$ cat config.mk
export PLATFORM = sky130hd
export DESIGN_NAME = hlwin_remap
export DESIGN_NICKNAME = d
export VERILOG_FILES = /design/src/rtl/hlwin_pkg.sv /design/src/rtl/hlwin_regs.sv /design/src/rtl/hlwin_match.sv /design/src/rtl/hlwin_remap.sv
export SDC_FILE = /design/constraint.sdc
export NUM_CORES = 1
export LEC_CHECK = 0
export BUFFER_PORTS_ARGS = -buffer_cell sky130_fd_sc_hd__buf_2
export CORE_ASPECT_RATIO = 0.7
export CORE_MARGIN = 3
export CORE_UTILIZATION = 40
export DETAILED_ROUTE_END_ITERATION = 7
export GPL_TIMING_DRIVEN = 0
export PLACE_DENSITY = 0.74
export SLEW_MARGIN = 10
export SYNTH_ARGS = -nofsm -noshare
export SYNTH_HDL_FRONTEND = slang
export SYNTH_SLANG_ARGS = --single-unit
$ cat constraint.sdc
create_clock -name clk -period 4.6 [get_ports clk]
set_clock_uncertainty 0.15 [all_clocks]
set_input_delay 1.15 -clock clk [delete_from_list [all_inputs] [get_ports clk]]
set_output_delay 1.15 -clock clk [all_outputs]
set_load 0.05 [all_outputs]
$ cat src/rtl/hlwin_pkg.sv
package hlwin_pkg;

    typedef enum logic [1:0] {
        REG_CTRL = 2'd0,
        REG_STAT = 2'd1,
        REG_WIN  = 2'd2,
        REG_MASK = 2'd3
    } reg_sel_e;

    typedef enum logic {
        KIND_MEM = 1'b0,
        KIND_FWH = 1'b1
    } req_kind_e;

    // control register enable positions
    localparam int unsigned EN_MEM_BIT   = 8;
    localparam int unsigned EN_FWH_BIT   = 10;
    // mode/status register layout
    localparam int unsigned MODE_FWH_BIT = 17;
    localparam int unsigned NSTAT        = 2;
    localparam int unsigned ST_MISS      = 0;
    localparam int unsigned ST_BLOCK     = 1;

endpackage

$ cat src/rtl/hlwin_regs.sv
module hlwin_regs
    import hlwin_pkg::*;
#(
    parameter int unsigned REG_W = 32
) (
    input  logic             clk,
    input  logic             rst_n,
    input  logic             wr_en,
    input  reg_sel_e         sel,
    input  logic [REG_W-1:0] wr_data,
    input  logic [NSTAT-1:0] st_set,
    output logic [REG_W-1:0] rd_data,
    output logic             en_mem,
    output logic             en_fwh,
    output logic             mode_fwh,
    output logic [REG_W-1:0] win,
    output logic [REG_W-1:0] mask
);

    typedef struct packed {
        logic             en_mem;
        logic             en_fwh;
        logic             mode_fwh;
        logic [NSTAT-1:0] st;
        logic [REG_W-1:0] win;
        logic [REG_W-1:0] mask;
    } regs_t;

    regs_t r_d, r_q;

    logic wr_ctrl, wr_stat, wr_win, wr_mask;
    logic [NSTAT-1:0] st_clr;

    assign wr_ctrl = wr_en && (sel == REG_CTRL);
    assign wr_stat = wr_en && (sel == REG_STAT);
    assign wr_win  = wr_en && (sel == REG_WIN);
    assign wr_mask = wr_en && (sel == REG_MASK);

    for (genvar i = 0; i < NSTAT; i++) begin : g_clr
        assign st_clr[i] = wr_stat && wr_data[i];
    end

    always_comb begin
        r_d = r_q;
        if (wr_ctrl) begin
            r_d.en_mem = wr_data[EN_MEM_BIT];
            r_d.en_fwh = wr_data[EN_FWH_BIT];
        end
        if (wr_stat) begin
            r_d.mode_fwh = wr_data[MODE_FWH_BIT];
        end
        // an event in the same cycle outranks a clearing write
        r_d.st = (r_q.st & ~st_clr) | st_set;
        if (wr_win) begin
            r_d.win = wr_data;
        end
        if (wr_mask) begin
            r_d.mask = wr_data;
        end
    end

    always_ff @(posedge clk or negedge rst_n) begin
        if (!rst_n) begin
            r_q <= '0;
        end else begin
            r_q <= r_d;
        end
    end

    always_comb begin
        rd_data = '0;
        unique case (sel)
            REG_CTRL: begin
                rd_data[EN_MEM_BIT] = r_q.en_mem;
                rd_data[EN_FWH_BIT] = r_q.en_fwh;
            end
            REG_STAT: begin
                rd_data[MODE_FWH_BIT] = r_q.mode_fwh;
                rd_data[NSTAT-1:0]    = r_q.st;
            end
            REG_WIN:  rd_data = r_q.win;
            REG_MASK: rd_data = r_q.mask;
            default:  rd_data = '0;
        endcase
    end

    assign en_mem   = r_q.en_mem;
    assign en_fwh   = r_q.en_fwh;
    assign mode_fwh = r_q.mode_fwh;
    assign win      = r_q.win;
    assign mask     = r_q.mask;


    st_w1c_chk: assert property (@(posedge clk) disable iff (!rst_n)
        (wr_stat && wr_data[ST_MISS] && !st_set[ST_MISS]) |=> !r_q.st[ST_MISS]);


    st_hold_chk: assert property (@(posedge clk) disable iff (!rst_n)
        (r_q.st[ST_MISS] && !(wr_stat && wr_data[ST_MISS])) |=> r_q.st[ST_MISS]);


    st_set_chk: assert property (@(posedge clk) disable iff (!rst_n)
        st_set[ST_BLOCK] |=> r_q.st[ST_BLOCK]);


    win_load_chk: assert property (@(posedge clk) disable iff (!rst_n)
        wr_win |=> (r_q.win == $past(wr_data)));

endmodule

$ cat src/rtl/hlwin_match.sv
module hlwin_match
    import hlwin_pkg::*;
#(
    parameter int unsigned ADDR_W = 32,
    parameter int unsigned PAGE_W = 16,
    localparam int unsigned HI_W  = ADDR_W - PAGE_W,
    localparam int unsigned REG_W = 2 * HI_W
) (
    input  logic [ADDR_W-1:0] req_addr,
    input  req_kind_e         req_kind,
    input  logic [REG_W-1:0]  win,
    input  logic [REG_W-1:0]  mask,
    input  logic              en_mem,
    input  logic              en_fwh,
    input  logic              mode_fwh,
    output logic              hit,
    output logic              blocked,
    output logic [ADDR_W-1:0] out_addr
);

    logic [HI_W-1:0] req_hi, base_hi, host_hi, keep, repl;
    logic [HI_W-1:0] diff, merged;
    logic            in_win, kind_en, identity;

    assign req_hi  = req_addr[ADDR_W-1:PAGE_W];
    assign base_hi = win[REG_W-1:HI_W];
    assign host_hi = win[HI_W-1:0];
    assign repl    = mask[REG_W-1:HI_W];
    assign keep    = mask[HI_W-1:0];

    for (genvar b = 0; b < HI_W; b++) begin : g_bit
        assign diff[b]   = (req_hi[b] ^ host_hi[b]) & ~keep[b];
        assign merged[b] = (req_hi[b] & keep[b]) | (base_hi[b] & repl[b]);
    end

    assign in_win   = ~|diff;
    assign kind_en  = (req_kind == KIND_FWH) ? en_fwh : en_mem;
    assign hit      = in_win && kind_en;
    assign blocked  = in_win && !kind_en;
    assign identity = (req_kind == KIND_FWH) && !mode_fwh;

    always_comb begin
        if (identity) begin
            out_addr = req_addr;
        end else begin
            out_addr = {merged, req_addr[PAGE_W-1:0]};
        end
    end

endmodule

$ cat src/rtl/hlwin_remap.sv
module hlwin_remap
    import hlwin_pkg::*;
#(
    parameter int unsigned ADDR_W = 32,
    parameter int unsigned PAGE_W = 16,
    localparam int unsigned HI_W  = ADDR_W - PAGE_W,
    localparam int unsigned REG_W = 2 * HI_W
) (
    input  logic              clk,
    input  logic              rst_n,
    input  logic              req_valid_i,
    input  logic              req_kind_i,
    input  logic [ADDR_W-1:0] req_addr_i,
    output logic              rsp_valid_o,
    output logic              rsp_hit_o,
    output logic              rsp_miss_o,
    output logic [ADDR_W-1:0] rsp_addr_o,
    input  logic              reg_we_i,
    input  logic [1:0]        reg_sel_i,
    input  logic [REG_W-1:0]  reg_wdata_i,
    output logic [REG_W-1:0]  reg_rdata_o
);

    typedef struct packed {
        logic              valid;
        logic              hit;
        logic              miss;
        logic [ADDR_W-1:0] addr;
    } rsp_t;

    rsp_t rsp_d, rsp_q;

    logic [REG_W-1:0]  win, mask;
    logic              en_mem, en_fwh, mode_fwh;
    logic              m_hit, m_blocked;
    logic [ADDR_W-1:0] m_addr;
    logic [NSTAT-1:0]  st_set;

    hlwin_regs #(.REG_W(REG_W)) u_regs (
        .clk      (clk),
        .rst_n    (rst_n),
        .wr_en    (reg_we_i),
        .sel      (reg_sel_e'(reg_sel_i)),
        .wr_data  (reg_wdata_i),
        .st_set   (st_set),
        .rd_data  (reg_rdata_o),
        .en_mem   (en_mem),
        .en_fwh   (en_fwh),
        .mode_fwh (mode_fwh),
        .win      (win),
        .mask     (mask)
    );

    hlwin_match #(.ADDR_W(ADDR_W), .PAGE_W(PAGE_W)) u_match (
        .req_addr (req_addr_i),
        .req_kind (req_kind_e'(req_kind_i)),
        .win      (win),
        .mask     (mask),
        .en_mem   (en_mem),
        .en_fwh   (en_fwh),
        .mode_fwh (mode_fwh),
        .hit      (m_hit),
        .blocked  (m_blocked),
        .out_addr (m_addr)
    );

    always_comb begin
        rsp_d.valid = req_valid_i;
        rsp_d.hit   = req_valid_i && m_hit;
        rsp_d.miss  = req_valid_i && !m_hit;
        rsp_d.addr  = (req_valid_i && m_hit) ? m_addr : '0;
        st_set           = '0;
        st_set[ST_MISS]  = req_valid_i && !m_hit;
        st_set[ST_BLOCK] = req_valid_i && m_blocked;
    end

    always_ff @(posedge clk or negedge rst_n) begin
        if (!rst_n) begin
            rsp_q <= '0;
        end else begin
            rsp_q <= rsp_d;
        end
    end

    assign rsp_valid_o = rsp_q.valid;
    assign rsp_hit_o   = rsp_q.hit;
    assign rsp_miss_o  = rsp_q.miss;
    assign rsp_addr_o  = rsp_q.addr;


    rsp_follow_chk: assert property (@(posedge clk) disable iff (!rst_n)
        req_valid_i |=> rsp_valid_o);


    rsp_idle_chk: assert property (@(posedge clk) disable iff (!rst_n)
        !req_valid_i |=> (!rsp_valid_o && !rsp_hit_o && !rsp_miss_o));


    hit_miss_excl_chk: assert property (@(posedge clk) disable iff (!rst_n)
        rsp_valid_o |-> (rsp_hit_o != rsp_miss_o));


    low_pass_chk: assert property (@(posedge clk) disable iff (!rst_n)
        req_valid_i |=> (!rsp_hit_o || (rsp_addr_o[PAGE_W-1:0] == $past(req_addr_i[PAGE_W-1:0]))));


    kind_gate_chk: assert property (@(posedge clk) disable iff (!rst_n)
        (req_valid_i && ((req_kind_i && !en_fwh) || (!req_kind_i && !en_mem))) |=> !rsp_hit_o);


    fwh_ident_chk: assert property (@(posedge clk) disable iff (!rst_n)
        (req_valid_i && req_kind_i && !mode_fwh) |=> (!rsp_hit_o || (rsp_addr_o == $past(req_addr_i))));

endmodule

Word-level counts from Yosys, hierarchy flattened

Cells that the tools add are included.
Widths: inputs -> output; s select.

Equal/unequal tests: 3
Reductions and logical operators: 18
Bitwise operators: 99
Muxes and demuxes: 11

Operators by type and width:

| operator           | number |
|---|---|
| $mux 32            | 2 |
| $and 1x1->1        | 48 |
| $pmux 14 s2        | 1 |
| $pmux 6 s2         | 2 |
| $not 1->1          | 16 |
| $or 1x1->1         | 16 |
| $reduce_or 16->1   | 1 |
| $xor 1x1->1        | 16 |
| $logic_and 1x1->1  | 12 |
| $pmux 1 s3         | 3 |
| $pmux 2 s3         | 1 |
| $eq 2x2->1 const B | 2 |
| $logic_not 1->1    | 4 |
| $and 2x2->2        | 1 |
| $eq 2x1->1 const B | 1 |
| $logic_not 2->1    | 1 |
| $not 2->2          | 1 |
| $or 2x2->2         | 1 |
| $pmux 1 s2         | 1 |
| $mux 1             | 1 |

Logic and storage cells: 141
Output and inout port bits: 67
Bits of input ports: 71
Register bits: 104

Longest topological paths before layout

Gate-level depths: netlist (run 1).

Word-level depth: 8
Mapped depth: 6
Mapped depth without buffers: 4

Cells and area by module

A second synthesis (run 1) with hierarchy kept.

Cell total of the unflattened synthesis: 462
Area, all modules: 5551.6 um^2

Modules (own cells, without submodules):

| module      | area each (um^2) | seq. area each (um^2) | cells each | times used |
|---|---|---|---|---|
| hlwin_regs  | 3807.4           | 1726.7                | 288        | 1 |
| hlwin_remap | 1133.6           | 875.8                 | 76         | 1 |
| hlwin_match | 610.6            | 0.0                   | 98         | 1 |

Least setup slack after synthesis (run 1)

Ideal clock, no wire load.

Path type: input to output
From: input reg_sel_i[0]
To: output reg_rdata_o[24]
Buffers on the path: 2
Stages: 4
Setup slack: 562 ps
Arrival time: 2738 ps
Required time: 3300 ps
Cell sequence: clkbuf_1 clkbuf_1 mux2i_1 nor2b_1

Longest elaborated chain between the ends: 2
Elaborated cells between the ends (all ways): 3
Those cells by class: eq/ne (2); mux (1)

RTL lines:

| item          | line              | text |
|---|---|---|
| from (decl)   | hlwin_remap.sv:19 | `input logic [1:0] reg_sel_i,` |
| $eq 2x2->1    | hlwin_regs.sv:72  | `unique case (sel)` |
| $pmux 14 s2 * | hlwin_regs.sv:72  |  |
| to (decl)     | hlwin_remap.sv:21 | `output logic [REG_W-1:0] reg_rdata_o` |

Every way passes the cells marked *; elsewhere a longest branch is shown, timed or not.

Worst setup path after layout (run 1)

From: input reg_sel_i[0]
To: output reg_rdata_o[25]

Same word-level chain as after synthesis.

==> results of run 1 <==
[power breakdown]
part	internal (mW)	switching [mW]
sequential	1.03	0.0980
clock	0.398	0.343
combinational	0.261	0.410
[worst reg2reg max path: cells and delay by family (launching register included)]
kind                   cells  cell delay [ps]
DFF                        1              400
and+or+nand+nor            1              460
buffers and inverters      1              440
AOI/OAI and AO/OA          2              720
[sequential cells by signal (all words and copies together) (netlist names)]
| register | cells |
|---|---|
| rsp_addr_o | 32 |
| rsp_hit_o | 1 |
| rsp_miss_o | 1 |
| rsp_valid_o | 1 |
| u_regs.en_fwh | 1 |
| u_regs.en_mem | 1 |
| u_regs.mask | 32 |
| u_regs.mode_fwh | 1 |
| u_regs.r_q | 2 |
| u_regs.win | 32 |
[per-layer routing]
metal / vias to the layer above / routed length (um) / track usage (%)
met2: 121 / 6080 / 31.1
li1: 1695 / - / -
met5: - / 0 / 0
met1: 1833 / 6370 / 27.1
met4: 0 / 200 / 5.16
met3: 20 / 888 / 5.97
[worst paths after layout]
path                                  from              end  slack, ps  cells after the start
setup / recovery              reg_sel_i[0]  reg_rdata_o[25]        390                      5
hold / removal              u_regs.r_q[65]   u_regs.r_q[65]        340                      2
hold reg to reg             u_regs.r_q[65]   u_regs.r_q[65]        340                      2
min in group asynchronous            rst_n   rsp_addr_o[22]        720                      1
max in group asynchronous            rst_n  u_regs.mask[15]       2880                      2
setup reg to reg           u_regs.mode_fwh   rsp_addr_o[21]       2320                      4
[logic make-up (layout without fill, tap and decap cells)]
group | count (synthesis) | count (layout) | synth area share [%]
xor+xnor | 16 | 16 | 2.86
simple gates | 75 | 75 | 8.98
mux | 100 | 100 | 22.2
flops | 104 | 104 | 53.0
compound gates | 49 | 49 | 8.60
buf+inv | 45 | 197 | 4.28
[placed cells by master, fill, tap and decap left out, types with 16 or more instances in the layout]
| cell | count |
|---|---|
| buf_2 | 139 |
| dfrtp_1 | 104 |
| mux2_2 | 72 |
| nor2b_1 | 29 |
| mux2i_1 | 28 |
| nand3_1 | 18 |
| inv_1 | 17 |
| xnor2_1 | 16 |
| o21ai_0 | 16 |
| nor4_1 | 16 |
[cell type report]
type / count / share of cell area, %
multi-input combinational: 240 / 34.4
clock buffer: 12 / 4.21
buffer: 28 / 2.40
timing repair buffer: 136 / 11.6
inverter: 17 / 1.05
sequential: 104 / 42.7
clock inverter: 4 / 0.452
tap: 157 / 3.22
==> reports/results.tsv, run 1 <==
stage	metric	value	unit
status	status	finished clean	
sta	hold_viol_final	0	
synthesis	ys_ff_latch	104	
synthesis	synth_ff_type	dfrtp_1	
synthesis	netlist_top_cells_area	dfrtp_1 53%, mux2_2 17%, mux2i_1 5.7%, nor2b_1 3.7%, xnor2_1 2.9%	
layout	final.fill_count	1031	
detailed_routing	avgViaCountPerCell	5.26	
floorplan	dieArea	13700	sq um
detailed_routing	drt_iter0_markers	164	
min_path	hold_class	reg2reg	
grt	grt_max_degree	59	
grt	antenna_found_initial	0	
placement	hpwl	10100	um
cts	htreeDepth	3	
detailed_routing	wire_per_inst	19.4	um
floorplan	core	11900	sq um
cts	cts.clk_slew.worst_paths	70	ps
detailed_routing	vias	3669	
floorplan	row_count	33	
critical_path	required	3300	ps
placement	gp_congestion	0.804	
placement	portBuffers	135	
critical_path	worst-path-buf-inv	3	
grt	grt_pass1_vias	3882	
synthesis	syn_area	4910	sq um
layout	final_cells	698	
grt	grt_pass1_wl	21000	um
critical_path	critPathMaxFanout	10	
pwr	finalPower	2.54	mW
detailed_routing	drc	0	
sta	setup_viol	0	
sta	period_share	91.4	%
sta	finalSetupTns	0	ps
placement	dp_slack	428	ps
layout	multi_input_area	2090	sq um
pwr	leakage	2.89	nW
synthesis	synthArstFlopShare	100	%
critical_path	worst_path_max_delay_cell	clkbuf_1	
detailed_routing	antenna_left	0	
sta	worst_slack	394	ps
cts	cts_resized	0	
sta	finalHoldWorstSlack	341	ps
cts	clk_latency	350	ps
critical_path	path_class	in2out	
critical_path	critPathTopFamily	buffers and inverters	
placement	post-place-cells	682	
synthesis	synth_most_common_cell	dfrtp_1	
synthesis	synth_top_area_cell	dfrtp_1	
critical_path	endpoint_kind	output port	
sta	worst_pin_slew	985	ps
floorplan	io_pins	138	
critical_path	cp-start-kind	primary input	
synthesis	synth_top_area_share	53.0	%
cts	numCtsBuffers	9	
layout	seq_area	2600	sq um
critical_path	max_stage_delay	780	ps
cts	postCtsSetupBuffers	0	
layout	fin_util	51.4	%
floorplan	die_w	138	um
sta	drv_slew	0	
critical_path	path_cells	clkbuf_1, clkbuf_1, mux2i_1, nor2b_1, buf_2	
detailed_routing	drt-pass1-iter-count	4	
synthesis	syn_nets	460	
grt	track_usage	19.8	%
layout	n_antenna_cell	0	
synthesis	yosysWarnings	0	
cts	cts.sinks	104	
critical_path	path_common_cell	clkbuf_1	
critical_path	worstPathArrival	2910	ps
layout	synthToLayoutAreaGrowth	24.2	%
sta	min_period	4210	ps
cts	clock_path_buffers	2	
synthesis	synth-edff-count	0	
placement	placed_area	5810	sq um
synthesis	avgSynthCellArea	12.6	sq um
cts	cts.hold.buffers_added	0	
detailed_routing	routed_wl	13500	um
synthesis	synthCells	389	
layout	layout-drive-gt1-share	44.9	%
run	timing.max_cap.violations	0	
layout	final_area	6090	sq um
pwr	power_density	417	nW/um^2
sta	maxSlewHeadroom	34.4	%
sta	fmax	0.238	GHz
floorplan	start_util	41.4	%
cts	cts_tree	done	
sta	rsz0062_at_grt	false	
synthesis	synth.distinct_cells	32	
floorplan	die_height	98.7	um
pwr	vdd_drop_max	0.205	mV
synthesis	ys_seq_area_share	53.0	%
layout	nets	607	
cts	clockRootBuffer	clkbuf_16	
grt	gr-total-overflow	0	
synthesis	synthTopCellsByCount	104 x dfrtp_1, 72 x mux2_2, 29 x nor2b_1	
Power figures use the tool's default switching activity.
==> inputs of run 2 (changes only) <==
--- a/config.mk
+++ b/config.mk
@@ -6,7 +6,7 @@
 export NUM_CORES = 1
 export LEC_CHECK = 0
 export BUFFER_PORTS_ARGS = -buffer_cell sky130_fd_sc_hd__buf_2
-export CORE_ASPECT_RATIO = 0.7
+export CORE_ASPECT_RATIO = 0.5
 export CORE_MARGIN = 3
 export CORE_UTILIZATION = 40
 export DETAILED_ROUTE_END_ITERATION = 7
==> reports/results.tsv, run 2 (same netlist as run 1, synthesis figures left out) <==
stage	metric	value	unit	change
grt	gr-total-overflow	0		unchanged
critical_path	worstPathArrival	2790	ps	-120 ps
sta	period_share	88.9	%	-2.5 points
layout	final_cells	701		+0.43%
critical_path	critPathMaxFanout	10		unchanged
placement	hpwl	9380	um	-7.1%
cts	clock_path_buffers	2		unchanged
sta	setup_viol	0		unchanged
cts	numCtsBuffers	9		unchanged
cts	htreeDepth	3		unchanged
detailed_routing	routed_wl	12600	um	-6.9%
sta	fmax	0.245	GHz	+2.9%
floorplan	io_pins	138		unchanged
floorplan	start_util	42.7	%	+1.3 points
grt	grt_pass1_wl	20100	um	-4.3%
detailed_routing	drt-pass1-iter-count	4		unchanged
layout	nets	607		unchanged
cts	cts_tree	done		
detailed_routing	drt_iter0_markers	184		+12%
critical_path	regToRegSetupSlack	2260	ps	-60 ps
grt	grt_max_degree	91		+54%
pwr	vdd_drop_max	0.195	mV	-5.0%
layout	layout_common_cells	139 x buf_2, 104 x dfrtp_1, 72 x mux2_2		
cts	postCtsSetupBuffers	0		unchanged
sta	finalHoldWorstSlack	348	ps	+7.61 ps
placement	gp_congestion	0.832		+3.4%
detailed_routing	avgViaCountPerCell	5.19		-1.3%
run	timing.max_cap.violations	0		unchanged
sta	hold_viol_final	0		unchanged
layout	final_common_cell	buf_2		
detailed_routing	drc	0		unchanged
placement	post-place-cells	684		+0.29%
sta	rsz0062_at_grt	false		
sta	maxSlewHeadroom	42.9	%	+8.5 points
detailed_routing	vias	3636		-0.90%
critical_path	endpoint_kind	output port		
floorplan	die_w	163	um	+18%
critical_path	required	3300	ps	about the same
grt	track_usage	18.9	%	-0.88 points
pwr	finalPower	2.62	mW	+3.0%
sta	finalSetupTns	0	ps	unchanged
pwr	power_density	426	nW/um^2	+2.2%
sta	min_period	4090	ps	-117 ps
cts	cts.hold.buffers_added	0		unchanged
sta	worst_pin_slew	857	ps	-128 ps
critical_path	cp-start-kind	primary input		
floorplan	die_height	84.3	um	-15%
layout	multi_input_area	2090	sq um	unchanged
grt	antenna_found_initial	0		unchanged
pwr	leakage	2.90	nW	+0.57%
detailed_routing	antenna_left	0		unchanged
critical_path	ff2ff_path_depth	6		+2
cts	cts.clk_slew.worst_paths	70	ps	about the same
layout	synthToLayoutAreaGrowth	25.1	%	
layout	layout-drive-gt1-share	45.1	%	+0.18 points
sta	drv_slew	0		unchanged
grt	grt_pass1_vias	3870		-0.31%
status	status	finished clean		
cts	clockRootBuffer	clkbuf_16		
layout	seq_area	2600	sq um	unchanged
cts	clk_latency	340	ps	about the same
min_path	hold_class	reg2reg		
floorplan	core	11500	sq um	-3.1%
detailed_routing	wire_per_inst	18.0	um	-7.3%
floorplan	dieArea	13700	sq um	+0.44%
critical_path	path_class	in2out		
min_path	holdPathStages	2		unchanged
placement	portBuffers	135		unchanged
cts	cts_resized	0		unchanged
cts	cts.sinks	104		unchanged
floorplan	row_count	27		-18%
layout	final.fill_count	1048		+1.6%
## run 2: report_power, final
group / total, mW / internal, mW / switching [mW]
Combinational: 0.666 / 0.261 / 0.405
Sequential: 1.13 / 1.03 / 0.0962
Clock: 0.823 / 0.489 / 0.334
## run 2: area by class of cell
type                       count  share of cell area [%]
sequential                   104                    42.4
multi-input combinational    240                    34.1
timing repair buffer         136                    11.6
clock buffer                  10                    3.89
tap                          159                    3.24
buffer                        28                    2.38
clock inverter                 6                    1.35
inverter                      17                    1.04
antenna                        1                  0.0408
## run 2: worst paths after layout
check                               startpoint              end
worst max-delay path              reg_sel_i[0]  reg_rdata_o[13]
max in group asynchronous                rst_n   rsp_addr_o[26]
min in group asynchronous                rst_n    rsp_addr_o[1]
worst max register to register   u_regs.win[1]   rsp_addr_o[23]
worst min-delay path            u_regs.r_q[65]   u_regs.r_q[65]
worst min register to register  u_regs.r_q[65]   u_regs.r_q[65]
## run 2: stage by stage
stage	instance area (sq um)	utilization [%]	setup slack [ps]
global placement	5780	50.3	495
CTS	6140	53.4	469
detailed placement	5810	50.6	489
finish	6140	53.4	511
floorplan	4910	-	562
global route	6140	53.4	335
## run 2: per-layer routing
| metal | global-route usage [%] | share of wire, % | vias to the layer above |
|---|---|---|---|
| li1 | - | - | 1698 |
| met1 | 24.9 | 44 | 1828 |
| met2 | 31.5 | 48 | 92 |
| met3 | 4.93 | 5.8 | 18 |
| met4 | 4.60 | 1.6 | 0 |
| met5 | 0 | 0 | - |
## run 2: critical path: stages
cell	delay [ps]
clkbuf_1	340
clkbuf_1	670
mux2i_1	180
nor2b_1	160
buf_2	280
